===== src/rtl/rls_pkg.sv =====
package rls_pkg;
  typedef enum logic [1:0] {
    SEQ_SEARCH = 2'd0,
    SEQ_HELD   = 2'd1,
    SEQ_LIVE   = 2'd2
  } seqState_t;

  typedef struct packed {
    logic lock;       // accepted rate success this cycle
    logic recenter;   // accepted manual recenter while held
    logic abort;      // search restart or sync loss
    logic txRstReq;   // transmit FIFO reset request
    logic live;       // parallel data path may be selected
    logic searching;  // currently in search
  } seqStrobe_t;
endpackage


===== src/rtl/rls_ctrl.sv =====
module rls_ctrl
  import rls_pkg::*;
(
  input  logic       clk,
  input  logic       rstN,
  input  logic       searchStart,
  input  logic       syncLost,
  input  logic       rateFound,
  input  logic       txOverride,
  input  logic       manualGate,
  input  logic       txFifoRstWr,
  output seqStrobe_t strobes,
  output logic       waitRecenter
);
  seqState_t state, stateNxt;
  logic abortNow, lockNow, recenterNow, gateOn;

  assign abortNow    = searchStart | syncLost;
  assign gateOn      = txOverride & manualGate;
  assign lockNow     = ~abortNow & (state == SEQ_SEARCH) & rateFound;
  assign recenterNow = ~abortNow & (state == SEQ_HELD) & txFifoRstWr;

  always_comb begin
    stateNxt = state;
    if (abortNow)
      stateNxt = SEQ_SEARCH;
    else begin
      unique case (state)
        SEQ_SEARCH: if (lockNow) stateNxt = gateOn ? SEQ_HELD : SEQ_LIVE;
        SEQ_HELD:   if (recenterNow) stateNxt = SEQ_LIVE;
        SEQ_LIVE:   stateNxt = SEQ_LIVE;
        default:    stateNxt = SEQ_SEARCH;
      endcase
    end
  end

  always_ff @(posedge clk) begin
    if (!rstN) state <= SEQ_SEARCH;
    else       state <= stateNxt;
  end

  always_comb begin
    strobes.lock      = lockNow;
    strobes.recenter  = recenterNow;
    strobes.abort     = abortNow;
    strobes.txRstReq  = txFifoRstWr | lockNow;
    strobes.live      = (state == SEQ_LIVE);
    strobes.searching = (state == SEQ_SEARCH);
  end

  assign waitRecenter = (state == SEQ_HELD);

  // abort, lock and recenter never coincide
  a_r9_strobe_excl: assert property (@(posedge clk) disable iff (!rstN)
    $onehot0({strobes.lock, strobes.recenter, strobes.abort}));

  // leaving the hold without abort requires a recenter write
  a_r6_hold_exit: assert property (@(posedge clk) disable iff (!rstN)
    (waitRecenter && !abortNow && !txFifoRstWr) |=> waitRecenter);
endmodule


===== src/rtl/rls_dpath.sv =====
module rls_dpath
  import rls_pkg::*;
#(
  parameter int RATE_W = 3
) (
  input  logic              clk,
  input  logic              rstN,
  input  seqStrobe_t        strobes,
  input  logic [RATE_W-1:0] rateCode,
  input  logic              rxClkFree,
  output logic              txFifoRst,
  output logic              rxFifoRst,
  output logic              txSelParallel,
  output logic              rxClkEn,
  output logic              rateValid,
  output logic [RATE_W-1:0] rateStatus
);
  localparam logic [RATE_W-1:0] RATE_NONE = '0;

  always_ff @(posedge clk) begin
    if (!rstN) begin
      txFifoRst     <= 1'b0;
      rxFifoRst     <= 1'b0;
      txSelParallel <= 1'b0;
      rxClkEn       <= 1'b0;
      rateValid     <= 1'b0;
      rateStatus    <= RATE_NONE;
    end else begin
      txFifoRst <= strobes.txRstReq;
      rxFifoRst <= strobes.lock;
      if (strobes.abort) begin
        txSelParallel <= 1'b0;
        rateValid     <= 1'b0;
        rateStatus    <= RATE_NONE;
        rxClkEn       <= rxClkFree;
      end else begin
        txSelParallel <= strobes.live;
        if (strobes.lock) begin
          rateValid  <= 1'b1;
          rateStatus <= rateCode;
          rxClkEn    <= 1'b1;
        end else if (strobes.searching) begin
          rxClkEn <= rxClkFree;
        end
      end
    end
  end

  // receive reset only alongside transmit reset
  a_r2_rx_with_tx: assert property (@(posedge clk) disable iff (!rstN)
    rxFifoRst |-> txFifoRst);
  // receive reset is a single-cycle pulse
  a_r2_rx_single: assert property (@(posedge clk) disable iff (!rstN)
    rxFifoRst |=> !rxFifoRst);
  // parallel select only follows a transmit reset
  a_r5_sel_after_reset: assert property (@(posedge clk) disable iff (!rstN)
    $rose(txSelParallel) |-> $past(txFifoRst));
  // clock enable open whenever the rate is valid
  a_r7_valid_clk: assert property (@(posedge clk) disable iff (!rstN)
    rateValid |-> rxClkEn);
  // parallel data never selected without a valid rate
  a_r9_sel_needs_valid: assert property (@(posedge clk) disable iff (!rstN)
    txSelParallel |-> rateValid);
  // status reads zero while invalid
  a_r3_status_zero: assert property (@(posedge clk) disable iff (!rstN)
    !rateValid |-> (rateStatus == RATE_NONE));
endmodule


===== src/rtl/rate_lock_seq.sv =====
module rate_lock_seq
  import rls_pkg::*;
#(
  parameter int RATE_W = 3
) (
  input  logic              clk,
  input  logic              rstN,
  input  logic              searchStart,
  input  logic              syncLost,
  input  logic              rateFound,
  input  logic [RATE_W-1:0] rateCode,
  input  logic              txOverride,
  input  logic              manualGate,
  input  logic              rxClkFree,
  input  logic              txFifoRstWr,
  output logic              txFifoRst,
  output logic              rxFifoRst,
  output logic              txSelParallel,
  output logic              rxClkEn,
  output logic              rateValid,
  output logic [RATE_W-1:0] rateStatus,
  output logic              waitRecenter
);
  seqStrobe_t strobes;

  rls_ctrl u_ctrl (
    .clk(clk), .rstN(rstN),
    .searchStart(searchStart), .syncLost(syncLost), .rateFound(rateFound),
    .txOverride(txOverride), .manualGate(manualGate), .txFifoRstWr(txFifoRstWr),
    .strobes(strobes), .waitRecenter(waitRecenter)
  );

  rls_dpath #(.RATE_W(RATE_W)) u_dpath (
    .clk(clk), .rstN(rstN), .strobes(strobes), .rateCode(rateCode),
    .rxClkFree(rxClkFree),
    .txFifoRst(txFifoRst), .rxFifoRst(rxFifoRst), .txSelParallel(txSelParallel),
    .rxClkEn(rxClkEn), .rateValid(rateValid), .rateStatus(rateStatus)
  );
endmodule


===== config.mk =====
export PLATFORM = sky130hd
export DESIGN_NAME = rate_lock_seq
export DESIGN_NICKNAME = d
export VERILOG_FILES = /design/src/rtl/rls_pkg.sv /design/src/rtl/rls_ctrl.sv /design/src/rtl/rls_dpath.sv /design/src/rtl/rate_lock_seq.sv
export SDC_FILE = /design/constraint.sdc
export NUM_CORES = 1
export LEC_CHECK = 0
export BUFFER_PORTS_ARGS = -buffer_cell sky130_fd_sc_hd__buf_2
export CORE_AREA = 2 2 39 41
export DETAILED_ROUTE_END_ITERATION = 12
export DIE_AREA = 0 0 41 43
export PLACE_DENSITY = 0.6
export RECOVER_POWER = 100
export SKIP_CTS_REPAIR_TIMING = 1
export SLEW_MARGIN = 40
export SYNTH_ARGS = -nofsm -noshare
export SYNTH_HDL_FRONTEND = slang
export SYNTH_SLANG_ARGS = --single-unit

===== constraint.sdc =====
create_clock -name clk -period 1.8 [get_ports clk]
set_input_delay 0.18 -clock clk [delete_from_list [all_inputs] [get_ports clk]]
set_output_delay 0.18 -clock clk [all_outputs]
set_load 0.02 [all_outputs]

## Word level (Yosys, flattened, before mapping)

Index checks and enable logic that the tools add are counted.

| cells by class | value |
|---|---|
| shifts and indexed selects | 0 |
| div/mod/pow operators | 0 |
| reduce and logical (&&, ||, !) cells | 4 |
| multiply operators | 0 |
| magnitude comparators | 0 |
| bitwise gates (word level) | 9 |
| add/subtract/negate cells | 0 |
| equal/unequal tests | 4 |
| mux-type cells | 7 |

Operators with widths:

| cell | count |
|---|---|
| 2-to-1 mux 2 bit | 3 |
| one-hot mux 2 bit (3 select lines) | 1 |
| bitwise AND 1 bit | 5 |
| inequality test 2 x 1 -> 1 bit (second input constant) | 2 |
| 2-to-1 mux 1 bit | 3 |
| nonzero test 3 bit | 1 |
| == test 2 x 1 -> 1 bit (second input constant) | 1 |
| == test 2 bit (second input constant) | 1 |
| logical NOT 2 bit | 1 |
| NOT 1 bit | 2 |
| OR 1 bit | 2 |
| AND reduction 2 bit | 1 |
| OR reduction 2 bit | 1 |

| word-level totals | value |
|---|---|
| memories | 0 |
| bits of input ports | 12 |
| ROM bits | 0 |
| memory bits (writable) | 0 |
| register bits after elaboration | 10 |
| bits in latches | 0 |

## Depth between registers and ports, before layout

Gate-level depths: netlist (run 1).

| logic depth | value |
|---|---|
| word-level depth | 6 |
| depth in mapped cells | 5 |

## Modules after synthesis

A second synthesis (run 1) with hierarchy kept.

| second synthesis, totals | value |
|---|---|
| cell total of the unflattened synthesis | 54 |
| area total of the unflattened synthesis | 529.3 µm² |

By module, submodules not included:

| module | cells each | area an instance (µm²) | times used |
|---|---|---|---|
| rls_dpath | 26 | 281.5 | 1 |
| rls_ctrl | 28 | 247.7 | 1 |

## Worst setup path before layout (run 1)

OpenSTA, ideal clock, no wires.

| timing | value |
|---|---|
| path kind | flip-flop to flip-flop |
| start point | register u_ctrl.state[1] |
| end point | register u_ctrl.state[1] |
| buffers on the path | 0 |
| data arrival time | 1.275 ns |
| slack | 0.424 ns |
| setup time | 0.101 ns |
| required time | 1.699 ns |
| clock period less this slack | 1.376 ns |
| stages on the path, launching flop included | 6 |
| cells stage by stage | dfxtp_1 > inv_1 > ha_1 > nand2b_1 > a2111o_1 > o41ai_1 |

| on the way | value |
|---|---|
| longest elaborated chain between the ends | 5 |
| elaborated cells between the ends (all ways) | 11 |

RTL lines:

| element | RTL line | source |
|---|---|---|
| start: declaration | rls_ctrl.sv:15 | `seqState_t state, stateNxt;` |
| start signal: assignment | rls_ctrl.sv:39 | `else state <= stateNxt;` |
| == test 2 x 1 -> 1 bit (*) | n/a |  |
| net waitRecenter | rate_lock_seq.sv:22 | `output logic waitRecenter` |
| bitwise AND 1 bit (2 in series) | rls_ctrl.sv:21 | `assign recenterNow = ~abortNow & (state == SEQ_HELD) & txFifoRstWr;` |
| inequality test 2 x 1 -> 1 bit (no source line) | n/a |  |
| AND reduction 2 bit (no source line) | n/a |  |

Mark *: on every way through the listed nets, which the timed path passes. The rest lies on a longest branch.
A chain may end at the register's enable or synchronous reset.

## Final worst setup path (run 1)

| timing | value |
|---|---|
| start point | register u_ctrl.state[0] |
| end point | register u_ctrl.state[1] |

| on the way | value |
|---|---|
| longest elaborated chain between the ends | 5 |
| elaborated cells between the ends (all ways) | 11 |

RTL lines:

| element | RTL line |
|---|---|
| == test 2 x 1 -> 1 bit or logical NOT 2 bit (tied branches) | rls_ctrl.sv:21, rls_ctrl.sv:28, rls_ctrl.sv:20 |
| bitwise AND 1 bit, on equally long branches (2 in series) | rls_ctrl.sv:21, rls_ctrl.sv:20 |
| inequality test 2 x 1 -> 1 bit (no source line) | n/a |
| AND reduction 2 bit (no source line) | n/a |

Parallel ways exist; a longest one is shown, timed or not.

==> metrics.yaml, run 1 <==
cts:
  cts.sinks: 10
  clk_pin_slew_ps: 60
  cts_buffers: 3
  htreeDepth: 1
  clockBufferDepth: 2
  clockRootBuffer: "clkbuf_4"
  cts_tree: "done"
  clock_latency_ps: 270
grt:
  antenna_found_initial: 0
  grt_pass1_vias: 317
  grt_pass1_wl_um: 1330
  grt_overflow: 0
  grt_start_max_net_pins: 9
  grt_use_total: 0.119
yosys:
  synth_seq_cells: 10
  yosysSeqAreaShare: 0.447
  syn-num-nets: 64
  syn-mean-instance-area_um2: 9.33
  synthFlopType: "dfxtp_1"
  ys_types: 19
  async_flop_share: 0
  synth_area_um2: 448
  synth-edff-count: 0
  yosysWarningCount: 0
  synthCells: 48
detailed_routing:
  vias: 422
  drt-wirelength-per-cell_um: 11.0
  post_drt_via_cell_ratio: 4.80
  drt_iter0_drc: 14
  route.detailed.drc: 0
  dr.pass1.iters: 4
  wl_um: 965
  detail-route-antenna-nets: 0
setup_path:
  cp_slowest_stage_delay_ps: 360
  cp-start-kind: "register"
  critPathKind: "reg -> reg"
  required_ps: 1970
  cp_slowest_cell: "dfxtp_1"
  cp_cell_sequence: "inv_1 -> ha_1 -> o22ai_1 -> nand3_1 -> o41ai_1"
  critPathArrivalTime_ps: 1630
  path_max_fanout: 8
  cp-end-kind: "register"
power_and_ir_drop:
  clockPowerShare: 0.421
  p_int_w: 0.000369
  p_leak_nw: 0.260
  powerDensity_nw_per_um2: 807
  combPwrFrac: 0.102
  switching_share: 0.229
  switchingPower_w: 0.000110
  power_frac_seq: 0.477
  ir_worst_vdd_uv: 288
sta:
  layout_setup_ws_ps: 338
  hold_viol: 0
  tightest_slew_ps: 268
  max_freq_mhz: 684
  setup_viol: 0
  rsz0062_at_grt: "no"
  tns_ps: 0
  period_share: 0.812
  holdWs_ps: 143
  relSlewSlack: 0.821
  maxSlewViolCount: 0
  fin_crit_ps: 1460
  finClkSkew_ps: 4.68
floorplanning:
  die_y_um: 43
  num_rows: 14
  initial_core_util: 0.324
  core-area_um2: 1380
  die-width_um: 41
  io_pins: 21
  dieArea_um2: 1760
place:
  hpwl_um: 745
  dp_slack_ps: 344
  gp_congestion: 0.748
  numPortBuffers: 20
  placed_cells: 84
hold_path:
  worstHoldPathType: "in -> reg"
run_status:
  outcome: "finished clean"
layout:
  syn_to_final_growth_pct: 32.4
  fillCellCount: 154
  drive_gt1_frac: 0.250
  diodes: 0
  fin_util: 0.429
  instances_no_fill: 88
  fin_nets: 89
flow_run:
  maxCapViolCount: 0
[metrics by stage]
| stage | total power (W) | cell area (um2) |
|---|---|---|
| floorplan | 0.000261 | 448 |
| global placement | 0.000284 | 568 |
| detailed placement | 0.000284 | 568 |
| CTS | 0.000495 | 604 |
| global route | 0.000509 | 593 |
| finish | 0.000479 | 593 |
[routing by layer]
layer	GRT usage	vias up	part of all wire	routed length [um]
met5	0	-	0	0
met4	0.120	0	0.015	14
met3	0.0471	2	0.10	99
met2	0.138	19	0.41	397
met1	0.152	177	0.47	453
li1	-	224	-	-
[registers in the layout (all words and copies together), names as in the netlist]
register	flops
u_dpath.rateValid	1
u_dpath.txFifoRst	1
u_dpath.rateStatus	3
u_ctrl.state	2
u_dpath.rxFifoRst	1
u_dpath.txSelParallel	1
u_dpath.rxClkEn	1
[layout make-up]
| cell class | count | area, um2 | area share |
|---|---|---|---|
| multi-input cells | 35 | 236 | 0.399 |
| flip-flops and latches | 10 | 200 | 0.338 |
| repair buffers | 20 | 88.8 | 0.150 |
| clock buffers | 4 | 36.3 | 0.0612 |
| well taps | 16 | 20.0 | 0.0338 |
| inverters | 3 | 11.3 | 0.0190 |
[synth_stat cells, drive strengths merged (2+ instances only)]
master  instances  area (um2)
nor3            2        10.0
o221a           2        22.5
nor2            5        18.8
nand3           2        10.0
nand2           4        15.0
dfxtp          10         200
a21oi           5        25.0
inv             3        11.3
ha              4        50.1
nand2b          2        12.5
[placed cells by master (no fill, tap or decap)]
master / instances
nor2_1: 5
o221a_2: 2
nand3_1: 2
clkbuf_1: 9
clkbuf_8: 1
clkbuf_4: 3
nand2_1: 4
and4b_2: 1
o41ai_1: 1
a2111o_1: 1
and3_1: 1
nand2b_1: 2
a21oi_1: 5
dfxtp_1: 10
ha_1: 4
inv_1: 3
nor3_1: 2
a31o_1: 1
or2_1: 1
buf_2: 11
o22ai_1: 1
nand4_1: 1
o21a_1: 1
[path summary, 6_finish.rpt]
kind / to / slack (ps) / from / depth (start not counted)
setup / recovery: u_ctrl.state[1]$_SDFFE_PP0P_ / 340 / u_ctrl.state[0]$_SDFFE_PP0P_ / 5
hold / removal: u_dpath.txFifoRst$_SDFF_PN0_ / 140 / txFifoRstWr / 2
hold reg to reg: u_dpath.rateStatus[2]$_SDFFE_PP0P_ / 470 / u_dpath.rateStatus[2]$_SDFFE_PP0P_ / 2
setup reg to reg: u_ctrl.state[1]$_SDFFE_PP0P_ / 340 / u_ctrl.state[0]$_SDFFE_PP0P_ / 5
[power groups by stage]
stage	Combinational, W	Sequential [W]	Clock, W
final	0.0000488	0.000228	0.000202
after global routing	0.0000540	0.000229	0.000226
after CTS	0.0000505	0.000228	0.000217
after detailed placement	0.0000503	0.000234	0
after global placement	0.0000507	0.000234	0
after floorplan	0.0000206	0.000240	0
[kinds of logic (layout without fill, tap and decap cells)]
logic type / count (synthesis) / count (layout) / share of synthesized area
AND/OR/NAND/NOR: 19 / 19 / 0.215
AO/OA/AOI/OAI: 12 / 12 / 0.201
flip-flops: 10 / 10 / 0.447
adder cells (fa/ha/maj): 4 / 4 / 0.112
buffers and inverters: 3 / 27 / 0.0251
[worst max-delay path: cells and delay by family (launching register included)]
kind,cells,cell delay [ps]
adder cells (fa/ha/maj),1,290
AND/OR/NAND/NOR,1,110
flip-flops,1,360
AO/OA/AOI/OAI,2,530
buffers and inverters,1,90
Note: power is estimated with default switching activity, not from simulation.
==> run 2, diff against run 1 <==
clock period = 1.5 ns   (was 1.8 ns; I/O delays follow)
==> run 2 against run 1 <==
Non-clock buffer count is the same. Power grew 22%. Clock skew grew 2.6 ps. Global-route usage grew 0.59 points. Critical path depth is the same. Cell count is the same. Clock power grew 23%. Sequential power grew 20%. Combinational power grew 25%. Largest cell class unchanged. Highest routed layer unchanged. Final area grew 3.4%. Die area is the same. Sequential share of layout area shrank 1.1 points.
==> metrics.yaml, run 2 (synthesis gave the netlist of run 1 again) <==
layout:
  top_regs: "u_dpath.rateStatus: 3 flops, u_ctrl.state: 2 flops"  # unchanged
  instances_no_fill: 88  # unchanged
  largest_register_ff_count: 3  # unchanged
  mostFrequentLayoutCells: "buf_2, dfxtp_1, clkbuf_1"  # unchanged
  register_area_um2: 200  # unchanged
  drive_gt1_frac: 0.292  # was 0.250
  layout_commonest_cell: "buf_2"  # unchanged
  diodes: 0  # unchanged
  fin_nets: 89  # unchanged
  top_register: "u_dpath.rateStatus"  # unchanged
  multi_input_area_um2: 255  # was 236 um2
  syn_to_final_growth_pct: 36.9  # was 32.4%
  fillCellCount: 150  # was 154
  finalInstanceArea_um2: 613  # was 593 um2
setup_path:
  critical_path_buf_inv_count: 1  # unchanged
  cp_slowest_stage_delay_ps: 430  # was 360 ps
  critPathLaunch: "u_ctrl.state[1]$_SDFFE_PP0P_"  # was u_ctrl.state[0]$_SDFFE_PP0P_
  required_ps: 1660  # was 1970 ps
  cp_slowest_cell: "a2111o_1"  # was dfxtp_1
  timing.rr.start: "u_ctrl.state[1]$_SDFFE_PP0P_"  # was u_ctrl.state[0]$_SDFFE_PP0P_
  cp-start-kind: "register"  # unchanged
  critPathKind: "reg -> reg"  # unchanged
  cp-end-kind: "register"  # unchanged
  crit_family: "compound AO/OA/AOI/OAI gates"  # unchanged
  path_max_fanout: 4  # was 8
  cp_cell_sequence: "inv_1 -> ha_1 -> nand2b_1 -> a2111o_1 -> o41ai_1"  # was inv_1 -> ha_1 -> o22ai_1 -> nand3_1 -> o41ai_1
  critPathArrivalTime_ps: 1580  # was 1630 ps
detailed_routing:
  drt-wirelength-per-cell_um: 11.4  # was 11.0 um
  drt_iter0_drc: 10  # was 14
  route.detailed.drc: 0  # unchanged
  post_drt_via_cell_ratio: 4.70  # was 4.80
  wl_um: 1000  # was 965 um
  dr.pass1.iters: 4  # unchanged
  detail-route-antenna-nets: 0  # unchanged
  vias: 414  # was 422
grt:
  grt_use_total: 0.125  # was 0.119
  grt_overflow: 0  # unchanged
  grt_pass1_wl_um: 1470  # was 1330 um
  antenna_found_initial: 0  # unchanged
  grt_start_max_net_pins: 9  # unchanged
  grt_pass1_vias: 356  # was 317
place:
  numPortBuffers: 20  # unchanged
  placed_cells: 84  # unchanged
  hpwl_um: 743  # was 745 um
  post_dp_cell_area_um2: 568  # unchanged
  gp_congestion: 0.745  # was 0.748
floorplanning:
  dieArea_um2: 1760  # unchanged
  die-width_um: 41  # unchanged
  io_pins: 21  # unchanged
  num_rows: 14  # unchanged
  die_y_um: 43  # unchanged
  initial_core_util: 0.324  # unchanged
  core-area_um2: 1380  # unchanged
power_and_ir_drop:
  p_leak_nw: 0.268  # was 0.260 nW
  ir_worst_vdd_uv: 384  # was 288 uV
  powerDensity_nw_per_um2: 951  # was 807 nW/um2
  power.total_w: 0.000583  # was 0.000479 W
flow_run:
  maxCapViolCount: 0  # unchanged
sta:
  period_share: 0.945  # was 0.812
  max_freq_mhz: 705  # was 684 MHz
  hold_viol: 0  # unchanged
  rsz0062_at_grt: "no"  # unchanged
  relSlewSlack: 0.835  # was 0.821
  holdWs_ps: 109  # was 143 ps
  finClkSkew_ps: 7.24  # was 4.68 ps
  maxSlewViolCount: 0  # unchanged
  fin_crit_ps: 1420  # was 1460 ps
  setup_viol: 0  # unchanged
  tightest_slew_ps: 245  # was 268 ps
cts:
  cts_tree: "done"  # unchanged
  clockRootBuffer: "clkbuf_4"  # unchanged
  cts_buffers: 3  # unchanged
  clk_pin_slew_ps: 70  # was 60 ps
  clockBufferDepth: 2  # unchanged
  htreeDepth: 1  # unchanged
  cts.sinks: 10  # unchanged
  clock_latency_ps: 270  # about the same
run_status:
  outcome: "finished clean"  # unchanged
hold_path:
  hp-start: "txFifoRstWr"  # unchanged
  worstHoldPathType: "in -> reg"  # unchanged
## run 2: final timing paths
check                           cells past startpoint                            endpoint  slack, ps
worst max-delay path                                5        u_ctrl.state[1]$_SDFFE_PP0P_         80
worst min-delay path                                2        u_dpath.txFifoRst$_SDFF_PN0_        110
worst min register to register                      2  u_dpath.rateStatus[2]$_SDFFE_PP0P_        470
worst max register to register                      5        u_ctrl.state[1]$_SDFFE_PP0P_         80
## run 2: per-stage QoR
step                worst slack, ps  setup TNS [ps]  utilization
finish                         81.8               0        0.443
global route                   5.23               0        0.443
CTS                           -12.6           -12.6        0.437
detailed placement            -3.55           -3.55        0.410
global placement               68.4               0        0.410
floorplan                       124               0            -
## run 2: cell type report
class                           count  area share
Multi-Input combinational cell     35       0.416
Sequential cell                    10       0.327
Timing Repair Buffer               20       0.147
Clock buffer                        4      0.0592
Tap cell                           16      0.0327
Inverter                            3      0.0184
## run 2: where the power goes
part	internal (W)	switching, W	total, W	leakage (nW)
Combinational	0.0000254	0.0000356	0.0000610	0.166
Sequential	0.000272	0.00000244	0.000274	0.0814
Clock	0.000147	0.000100	0.000248	0.0210
Total	0.000445	0.000138	0.000583	0.268
## run 2: routing by layer
metal,wire length [um],global-route usage,part of all wire,vias to the layer above
met1,497,0.171,0.50,170
met5,0,0,0,-
li1,-,-,-,223
met4,11,0.0800,0.011,0
met2,390,0.153,0.39,19
met3,100,0.0524,0.10,2
